**src/rtl/seq_pkg.sv**
```systemverilog
package seq_pkg;

  // Strobes from the sequencing control to the datapath
  typedef struct packed {
    logic pcStep;   // advance to the sequential successor
    logic pcLoad;   // load the transfer target
    logic tick;     // an instruction retires on this edge
  } seqCtrl_t;

endpackage

```
**src/rtl/seq_control.sv**
```systemverilog
module seq_control
  import seq_pkg::*;
(
  input  logic     clk,
  input  logic     rst,
  input  logic     haltReq,
  input  logic     xferTaken,
  output seqCtrl_t ctrl,
  output logic     halted
);

  logic running;

  assign running = !halted;

  // Halt wins over a taken transfer; nothing moves once halted
  always_comb begin
    ctrl        = '0;
    ctrl.tick   = running;
    ctrl.pcLoad = running && !haltReq && xferTaken;
    ctrl.pcStep = running && !haltReq && !xferTaken;
  end

  always_ff @(posedge clk) begin
    if (rst)
      halted <= 1'b0;
    else if (running && haltReq)
      halted <= 1'b1;
  end


  halt_entry_chk: assert property (@(posedge clk) disable iff (rst)
    (!halted && haltReq) |=> halted);


  halt_sticky_chk: assert property (@(posedge clk) disable iff (rst)
    halted |=> halted);


  halt_no_move_chk: assert property (@(posedge clk) disable iff (rst)
    haltReq |-> !(ctrl.pcStep || ctrl.pcLoad));

endmodule

```
**src/rtl/seq_datapath.sv**
```systemverilog
module seq_datapath
  import seq_pkg::*;
#(
  parameter int                PC_W     = 8,
  parameter int                CNT_W    = 16,
  parameter int                FLAG_W   = 4,
  parameter logic [FLAG_W-1:0] FLAG_RST = '0
) (
  input  logic              clk,
  input  logic              rst,
  input  seqCtrl_t          ctrl,
  input  logic [PC_W-1:0]   xferTarget,
  input  logic [FLAG_W-1:0] flagWe,
  input  logic [FLAG_W-1:0] flagIn,
  output logic [PC_W-1:0]   pc,
  output logic [FLAG_W-1:0] flags,
  output logic [CNT_W-1:0]  instrCount
);

  localparam logic [CNT_W-1:0] CNT_MAX = {CNT_W{1'b1}};
  localparam logic [PC_W-1:0]  PC_ONE  = PC_W'(1);

  logic [PC_W-1:0] pcNext;
  logic            cntAtMax;

  // Next fetch address: successor, target, or hold
  always_comb begin
    pcNext = pc;
    if (ctrl.pcLoad)
      pcNext = xferTarget;
    else if (ctrl.pcStep)
      pcNext = pc + PC_ONE;
  end

  always_ff @(posedge clk) begin
    if (rst)
      pc <= '0;
    else
      pc <= pcNext;
  end

  // Saturating retired-instruction counter
  assign cntAtMax = (instrCount == CNT_MAX);

  always_ff @(posedge clk) begin
    if (rst)
      instrCount <= '0;
    else if (ctrl.tick && !cntAtMax)
      instrCount <= instrCount + CNT_W'(1);
  end

  // One flop per flag, each with its own write enable
  for (genvar i = 0; i < FLAG_W; i++) begin : g_flag
    always_ff @(posedge clk) begin
      if (rst)
        flags[i] <= FLAG_RST[i];
      else if (ctrl.tick && flagWe[i])
        flags[i] <= flagIn[i];
    end


    flag_load_chk: assert property (@(posedge clk) disable iff (rst)
      (ctrl.tick && flagWe[i]) |=> (flags[i] == $past(flagIn[i])));


    flag_keep_chk: assert property (@(posedge clk) disable iff (rst)
      !(ctrl.tick && flagWe[i]) |=> $stable(flags[i]));
  end


  rst_clear_chk: assert property (@(posedge clk)
    rst |=> (pc == '0 && instrCount == '0 && flags == FLAG_RST));


  pc_step_chk: assert property (@(posedge clk) disable iff (rst)
    ctrl.pcStep |=> (pc == PC_W'($past(pc) + PC_ONE)));


  pc_load_chk: assert property (@(posedge clk) disable iff (rst)
    ctrl.pcLoad |=> (pc == $past(xferTarget)));


  pc_hold_chk: assert property (@(posedge clk) disable iff (rst)
    !(ctrl.pcStep || ctrl.pcLoad) |=> $stable(pc));


  cnt_step_chk: assert property (@(posedge clk) disable iff (rst)
    (ctrl.tick && instrCount != CNT_MAX) |=>
      (instrCount == CNT_W'($past(instrCount) + CNT_W'(1))));


  no_overflow_chk: assert property (@(posedge clk) disable iff (rst)
    (instrCount == CNT_MAX) |=> (instrCount == CNT_MAX));


  cnt_hold_chk: assert property (@(posedge clk) disable iff (rst)
    !ctrl.tick |=> $stable(instrCount));

endmodule

```
**src/rtl/prog_sequencer.sv**
```systemverilog
module prog_sequencer #(
  parameter int                PC_W     = 8,
  parameter int                CNT_W    = 16,
  parameter int                FLAG_W   = 4,
  parameter logic [FLAG_W-1:0] FLAG_RST = '0
) (
  input  logic              clk,
  input  logic              rst,
  input  logic              xferTaken,
  input  logic [PC_W-1:0]   xferTarget,
  input  logic              haltReq,
  input  logic [FLAG_W-1:0] flagWe,
  input  logic [FLAG_W-1:0] flagIn,
  output logic [PC_W-1:0]   pc,
  output logic              halted,
  output logic [FLAG_W-1:0] flags,
  output logic [CNT_W-1:0]  instrCount
);

  seq_pkg::seqCtrl_t ctrl;

  seq_control u_control (
    .clk       (clk),
    .rst       (rst),
    .haltReq   (haltReq),
    .xferTaken (xferTaken),
    .ctrl      (ctrl),
    .halted    (halted)
  );

  seq_datapath #(
    .PC_W     (PC_W),
    .CNT_W    (CNT_W),
    .FLAG_W   (FLAG_W),
    .FLAG_RST (FLAG_RST)
  ) u_datapath (
    .clk        (clk),
    .rst        (rst),
    .ctrl       (ctrl),
    .xferTarget (xferTarget),
    .flagWe     (flagWe),
    .flagIn     (flagIn),
    .pc         (pc),
    .flags      (flags),
    .instrCount (instrCount)
  );

endmodule

```
**config.mk**
```make
export PLATFORM = sky130hd
export DESIGN_NAME = prog_sequencer
export DESIGN_NICKNAME = d
export VERILOG_FILES = /design/src/rtl/seq_pkg.sv /design/src/rtl/seq_control.sv /design/src/rtl/seq_datapath.sv /design/src/rtl/prog_sequencer.sv
export SDC_FILE = /design/constraint.sdc
export NUM_CORES = 1
export LEC_CHECK = 0
export ABC_AREA = 0
export CAP_MARGIN = 25
export CELL_PAD_IN_SITES_DETAIL_PLACEMENT = 0
export CELL_PAD_IN_SITES_GLOBAL_PLACEMENT = 1
export CORE_MARGIN = 10
export CORE_UTILIZATION = 33
export CTS_CLUSTER_DIAMETER = 200
export DETAILED_ROUTE_END_ITERATION = 6
export PLACE_DENSITY_LB_ADDON = 0.1
export SLEW_MARGIN = 20
export SYNTH_ARGS = -nofsm -noshare
export SYNTH_HDL_FRONTEND = slang
export SYNTH_HIERARCHICAL = 1
export SYNTH_SLANG_ARGS = --single-unit
```
**constraint.sdc**
```tcl
create_clock -name clk -period 2.7 [get_ports clk]
set_clock_uncertainty 0.2 [all_clocks]
set_input_delay 0.675 -clock clk [delete_from_list [all_inputs] [get_ports clk]]
set_output_delay 0.675 -clock clk [all_outputs]
set_load 0.01 [all_outputs]
```
* Word-level counts from Yosys, hierarchy flattened
Index checks and enable logic that the tools add are counted.
Widths: inputs -> output; s select.
** Storage, ports and cells
- Flip-flop bits (word level) :: 29
- Input bits :: 20
** Cells by class
- Add/sub/neg operators :: 2
- Equal/unequal tests :: 1
- Mux-type cells :: 2
- Reduce and logical (&&, ||, !) cells :: 14
** Operators with widths (number)
- $add 16x1->16 const B :: 1
- $eq 16x16->1 const B :: 1
- $mux 8 :: 2
- $logic_and 1x1->1 :: 9
- $add 8x1->8 const B :: 1
- $logic_not 1->1 :: 4
- $reduce_bool 2->1 :: 1

* Longest topological paths before layout
Gate-level depths: netlist of run 1.
- Depth after elaboration :: 5
- Gate-level depth with buffers :: 7
- Gate-level depth less buffers :: 5

* By module
The synthesis of run 1 kept the hierarchy.
** By module, submodules not included
- seq_datapath :: times used 1, cells an instance 163, area an instance 1418.9 um2, seq. area each 560.5 um2
- seq_control :: times used 1, cells an instance 6, area an instance 58.8 um2, seq. area each 20.0 um2

* Worst setup path before layout of run 1
Ideal clock, no wire load.
- Kind :: register to register
- From :: register u_datapath.instrCount[0]
- To :: register u_datapath.instrCount[15]
- Arrival time :: 1711 ps
- Required time :: 2379 ps
- Slack :: 668 ps
- Stages on the path, launching flop included :: 6
- Buffers on the path :: 0
- Clock period less this slack :: 2032 ps
- Cell sequence :: dfxtp_1 ha_1 and4_2 a211o_1 nor4_1 mux2_2
** Between the ends
- Word-level cells in the longest chain between the ends :: 3
- Elaborated cells on any way between the ends :: 4
- Those cells by class :: add/sub: 1; eq/ne: 1; reduce/logical: 2
** RTL lines
- from (decl) :: line seq_datapath.sv:17 : output logic [CNT_W-1:0] instrCount
- from (signal assigned) :: line seq_datapath.sv:49 : instrCount <= instrCount + CNT_W'(1);
- branches (longest 3 deep; another with $add 16x1->16)
Several ways; the timed one is not identified.
A chain may end at the register's enable or synchronous reset.

* Final worst setup path of run 1
- From :: register u_datapath.instrCount[2]
- To :: output instrCount[2]
** RTL lines
- to (decl) :: line prog_sequencer.sv:17 : output logic [CNT_W-1:0] instrCount
No word-level cell between the ends.

==> results.sh, run 1 <==
export IMPL_status="completed"
export IMPL_dp_hpwl_mm=3.00
export IMPL_regArea_um2=581
export IMPL_drive_above_1_share_pct=12.6
export IMPL_slew_violations=0
export IMPL_fmax_mhz=450
export IMPL_mappedNetlistNets=191
export IMPL_fp_dieH_um=86.9
export IMPL_finalHoldWorstSlack_ns=0.258
export IMPL_grt_setup_unrepaired="no"
export IMPL_core_um2=4350
export IMPL_ys_seq_area_share_pct=39.3
export IMPL_track_usage_pct=10.6
export IMPL_place_area_um2=2010
export IMPL_setup_tns_ns=0
export IMPL_routed_via_density=5.16
export IMPL_max_stage_delay_ns=0.60
export IMPL_clockRootBuffer="clkbuf_8"
export IMPL_cp_slowest_cell="clkdlybuf4s50_1"
export IMPL_power_density_nw_per_um2=471
export IMPL_avgSynthCellArea_um2=8.74
export IMPL_finalPower_uw=997
export IMPL_initial_core_util_pct=33.9
export IMPL_grt_pass1_wl_mm=6.48
export IMPL_path_buf_inv=1
export IMPL_worst_setup_path_end_kind="primary output"
export IMPL_gp_congestion=0.801
export IMPL_setup_viol=0
export IMPL_synth_area_um2=1480
export IMPL_p_leak_uw=0.000764
export IMPL_clock_sinks=29
export IMPL_crit_type="reg2out"
export IMPL_postRouteAntennaNets=0
export IMPL_critPathTopFamily="buffers and inverters"
export IMPL_cts_made_buffers=5
export IMPL_synthCells=169
export IMPL_fin_ws_ns=0.476
export IMPL_final_common_cell="clkdlybuf4s50_1"
export IMPL_crit_path_start_kind="flop"
export IMPL_timing_slew_headroom_pct=61.9
export IMPL_fillers=421
export IMPL_port_buffers=48
export IMPL_cts_setup_buffers=0
export IMPL_pre_cts_ws_ns=0.265
export IMPL_grt_pass1_vias=1412
export IMPL_antenna_cells=0
export IMPL_final_cell_mix="clkdlybuf4s50_1, dfxtp_1, nand2_1"
export IMPL_ir_drop_mv=0.232
export IMPL_rows=24
export IMPL_vias=1418
export IMPL_finalCritPeriodShare_pct=82.4
export IMPL_path_max_fanout=8
export IMPL_grt_start_max_net_pins=17
export IMPL_num_nets_final=244
export IMPL_hold_path_class="reg2reg"
export IMPL_die_x_um=86.9
export IMPL_wl_mm=3.99
export IMPL_drc=0
export IMPL_grt_overflow=0
export IMPL_cp_data_required_time_ns=1.82
export IMPL_die_area_um2=7550
export IMPL_crit_chain="clkdlybuf4s50_1"
export IMPL_yosysWarnings=6
export IMPL_synth_seq_cells=29
export IMPL_fin_crit_ns=2.22
export IMPL_cap_violations=0
export IMPL_multi_input_area_um2=827
export IMPL_dr_pass1_iters=4
export IMPL_cts_tree="yes"
export IMPL_area_growth_pct=43.1
export IMPL_cts_buffer_depth=2
export IMPL_clk_latency_ns=0.28
export IMPL_hold_viol_final=0
export IMPL_pin_count=49
export IMPL_antenna_found_initial=0
export IMPL_cts_htree_levels=2
export IMPL_worst_pin_slew_ns=0.570
export IMPL_hold_buffers=0
export IMPL_synth_distinct_cells=39
export IMPL_clkTransAtPathRegs_ns=0.07
export IMPL_postLayoutCellArea_um2=2110
export IMPL_arrival_ns=1.35
export IMPL_cts_resized=0
export IMPL_wl_per_cell_um=14.5
export IMPL_drtIter0Drc=49
==> cell families (layout without fill, tap and decap cells) <==
logic type | count (synthesis) | after routing | share of synthesized area [%]
and+or+nand+nor | 76 | 76 | 28.8
AOI/OAI and AO/OA | 33 | 33 | 15.2
DFF | 29 | 29 | 39.3
buffers and inverters | 13 | 67 | 4.74
xor gates and xnor gates | 9 | 9 | 5.33
muxes | 7 | 7 | 5.00
adders and majority gates | 2 | 2 | 1.69
==> worst paths after layout <==
path / cells past startpoint / endpoint / startpoint / slack [ns]
worst max-delay path: 1 / instrCount[2] / u_datapath/instrCount[2]$_SDFFE_PP0P_ / 0.48
worst min-delay path: 2 / u_datapath/flags[0]$_SDFFE_PP0P_ / u_datapath/flags[0]$_SDFFE_PP0P_ / 0.26
worst max register to register: 5 / u_datapath/instrCount[15]$_SDFFE_PP0P_ / u_datapath/instrCount[0]$_SDFFE_PP0P_ / 0.50
worst min register to register: 2 / u_datapath/flags[0]$_SDFFE_PP0P_ / u_datapath/flags[0]$_SDFFE_PP0P_ / 0.26
==> cell usage after synthesis <==
master     instances  area [um2]
a211o_1            1        8.76
xor2_1             3        26.3
and4_2             1        10.0
nand4_2            1        12.5
or3_2              3        22.5
dfxtp_1           29         581
clkbuf_1           4        15.0
nand2_1           21        78.8
mux2_2             3        33.8
nand4_4            1        21.3
xnor2_1            6        52.6
ha_1               2        25.0
buf_6              1        11.3
and3_1             1        6.26
nor3_1             3        15.0
or4_2              2        17.5
a311oi_1           1        8.76
nand4_1            7        43.8
mux2i_1            4        40.0
nor2_1            14        52.6
a2111oi_0          1        8.76
nand3_2            1        10.0
or3_1              1        6.26
o21ba_2            1        10.0
o21ai_0            4        20.0
and4_1             2        17.5
nor4_1             2        12.5
nand3_1            9        45.0
o41ai_4            1        27.5
or4_1              3        22.5
buf_4              1        7.51
a21oi_1           16        80.1
a211oi_1           3        22.5
nor3b_2            1        12.5
inv_1              5        18.8
clkinv_1           1        3.75
nor2b_1            3        18.8
clkbuf_8           1        13.8
o31ai_1            5        37.5
==> flip-flops by register name, summed over array words and instances (netlist names) <==
| register | cells |
|---|---|
| u_datapath/instrCount | 16 |
| u_datapath/flags | 4 |
| u_control/halted | 1 |
| u_datapath/pc | 8 |
==> per-layer routing <==
layer  track usage, %  wire, um
met1             11.3      1720
met2             17.3      1880
met3             5.62       339
met4             4.12        55
met5                0         0
==> metrics by stage <==
stage	util, %	cells
after global routing	48.6	275
after detailed placement	46.2	267
after floorplan	-	169
after global placement	46.2	267
after CTS	48.6	275
final	48.6	275
==> where the power goes <==
part | switching [uW] | total (uW) | internal, uW
combinational | 57.9 | 136 | 77.9
sequential | 19.5 | 464 | 444
clock | 167 | 397 | 230
==> final cells by class <==
type | instances | share of cell area (%)
well taps | 52 | 3.08
repair buffers | 53 | 24.5
inverters | 6 | 1.07
clock inverters | 1 | 0.237
clock buffers | 7 | 4.56
flip-flops and latches | 29 | 27.5
multi-input cells | 127 | 39.1
Note: power is estimated with default switching activity, not from simulation.
==> run 2, diff against run 1 <==
- clock period: 2.7 -> 2.2 ns (I/O delays scaled with it)
==> run 2 against run 1 <==
Compared with the run above: sequential cell count is the same; power grew 18%; count of clock-buffer cells in the layout is the same; sequential power grew 22%; cell count grew 1.8%; die area is the same; via count grew 3.1%; critical path depth is the same; clock power grew 8.1%; register-to-register slack lost 0.35 ns; core utilization grew 0.83 points; first-iteration DRC count grew 55%.
==> results.sh, run 2 (synthesis gave the netlist of run 1 again) <==
export IMPL_status="completed"
export IMPL_core_um2=4350
export IMPL_fin_util_pct=49.4
export IMPL_fin_crit_ns=2.09
export IMPL_vias=1462
export IMPL_slew_violations=0
export IMPL_hold_viol_final=0
export IMPL_critPathTopFamily="buffers and inverters"
export IMPL_drive_above_1_share_pct=14.5
export IMPL_cts_htree_levels=2
export IMPL_setup_viol=0
export IMPL_reg2reg_setup_slack_ns=0.15
export IMPL_wl_mm=4.05
export IMPL_finalCritPeriodShare_pct=94.8
export IMPL_grt_pass1_wl_mm=6.62
export IMPL_grt_overflow=0
export IMPL_grt_start_max_net_pins=15
export IMPL_area_growth_pct=45.6
export IMPL_power_density_nw_per_um2=548
export IMPL_dr_pass1_iters=4
export IMPL_final_cell_mix="clkdlybuf4s50_1, dfxtp_1, nand2_1"
export IMPL_dp_hpwl_mm=3.10
export IMPL_cp_slowest_cell="clkdlybuf4s50_1"
export IMPL_postRouteAntennaNets=0
export IMPL_cts_made_buffers=5
export IMPL_p_leak_uw=0.000783
export IMPL_hold_path_class="reg2reg"
export IMPL_crit_chain="clkdlybuf4s50_1"
export IMPL_cp_data_required_time_ns=1.45
export IMPL_clkTransAtPathRegs_ns=0.06
export IMPL_cts_tree="yes"
export IMPL_worst_pin_slew_ns=0.586
export IMPL_cap_violations=0
export IMPL_ir_drop_mv=0.322
export IMPL_setup_tns_ns=0
export IMPL_fp_dieH_um=86.9
export IMPL_final_common_cell="clkdlybuf4s50_1"
export IMPL_path_max_fanout=7
export IMPL_worst_setup_path_end_kind="primary output"
export IMPL_drtIter0Drc=76
export IMPL_track_usage_pct=10.7
export IMPL_antenna_found_initial=0
export IMPL_fmax_mhz=479
export IMPL_path_buf_inv=1
export IMPL_pre_cts_ws_ns=-0.0441
export IMPL_wl_per_cell_um=14.5
export IMPL_antenna_cells=0
export IMPL_port_buffers=48
export IMPL_routed_via_density=5.22
export IMPL_grt_setup_unrepaired="no"
export IMPL_clockRootBuffer="clkbuf_8"
export IMPL_fin_ws_ns=0.114
export IMPL_arrival_ns=1.34
export IMPL_initial_core_util_pct=33.9
export IMPL_largest_register="u_datapath/instrCount"
export IMPL_gp_congestion=0.785
export IMPL_largest_reg_flops=16
export IMPL_reg_largest_list="u_datapath/instrCount: 16 flops, u_datapath/pc: 8 flops, u_datapath/flags: 4 flops"
export IMPL_max_stage_delay_ns=0.60
export IMPL_placed_cells=273
export IMPL_grt_pass1_vias=1431
export IMPL_die_x_um=86.9
export IMPL_clk_latency_ns=0.27
export IMPL_die_area_um2=7550
export IMPL_timing_slew_headroom_pct=59.9
export IMPL_clock_sinks=29
export IMPL_pin_count=49
export IMPL_finalPower_uw=1180
export IMPL_final_cells=280
export IMPL_hold_depth=2
export IMPL_rows=24
export IMPL_path_depth=1
export IMPL_drc=0
export IMPL_rr_worst_depth=5
export IMPL_num_nets_final=250
export IMPL_crit_type="reg2out"
export IMPL_cts_buffer_depth=2
export IMPL_crit_path_start_kind="flop"
==> run 2: through the flow <==
stage | cell area (um2) | hold slack [ns]
6_report | 2150 | 0.254
5_1_grt | 2150 | 0.277
4_1_cts | 2140 | 0.258
3_5_place_dp | 2060 | 0.249
3_3_place_gp | 2060 | 0.241
2_1_floorplan | 1480 | 0.281
==> run 2: final timing paths <==
| path | start | endpoint |
|---|---|---|
| worst max register to register | u_datapath/instrCount[0]$_SDFFE_PP0P_ | u_datapath/instrCount[13]$_SDFFE_PP0P_ |
| worst min-delay path | u_datapath/flags[1]$_SDFFE_PP0P_ | u_datapath/flags[1]$_SDFFE_PP0P_ |
| worst max-delay path | u_datapath/instrCount[4]$_SDFFE_PP0P_ | instrCount[4] |
| worst min register to register | u_datapath/flags[1]$_SDFFE_PP0P_ | u_datapath/flags[1]$_SDFFE_PP0P_ |
==> run 2: cell type report <==
| class | count | area, um2 |
|---|---|---|
| Multi-Input combinational cell | 127 | 833 |
| Fill cell | 427 | 2200 |
| Timing Repair Buffer | 59 | 563 |
| Tap cell | 52 | 65.1 |
| Clock buffer | 7 | 86.3 |
| Inverter | 6 | 22.5 |
| Sequential cell | 29 | 581 |
==> run 2: tightest hold or removal path, cell delays in order (launching register included) <==
cell     delay [ns]
dfxtp_1        0.31
nand2_1        0.05
a21oi_1        0.05
==> run 2: per-layer routing <==
layer | wire length [um] | GRT usage (%) | vias up
li1 | - | - | 733
met1 | 1690 | 11.4 | 694
met2 | 1990 | 17.6 | 33
met3 | 348 | 5.71 | 2
met4 | 22 | 3.53 | 0
met5 | 0 | 0 | -
==> run 2: repair_timing <==
item	4_1_cts	5_1_grt
buffers inserted	0	0
gates resized for setup	0	1
setup endpoints to repair	0	1
hold buffers	0	0
==> run 2: power breakdown <==
part / leakage, uW / total, uW / switching (uW) / internal (uW)
Clock: 0.0000443 / 429 / 182 / 247
Sequential: 0.000236 / 565 / 19.3 / 546
Combinational: 0.000503 / 184 / 77.3 / 107
==> run 3, diff against run 2 <==
- CTS_CLUSTER_SIZE: default -> 16
==> results of run 3 <==
No change in the layout: final DEF, timing and power equal those of run 2.
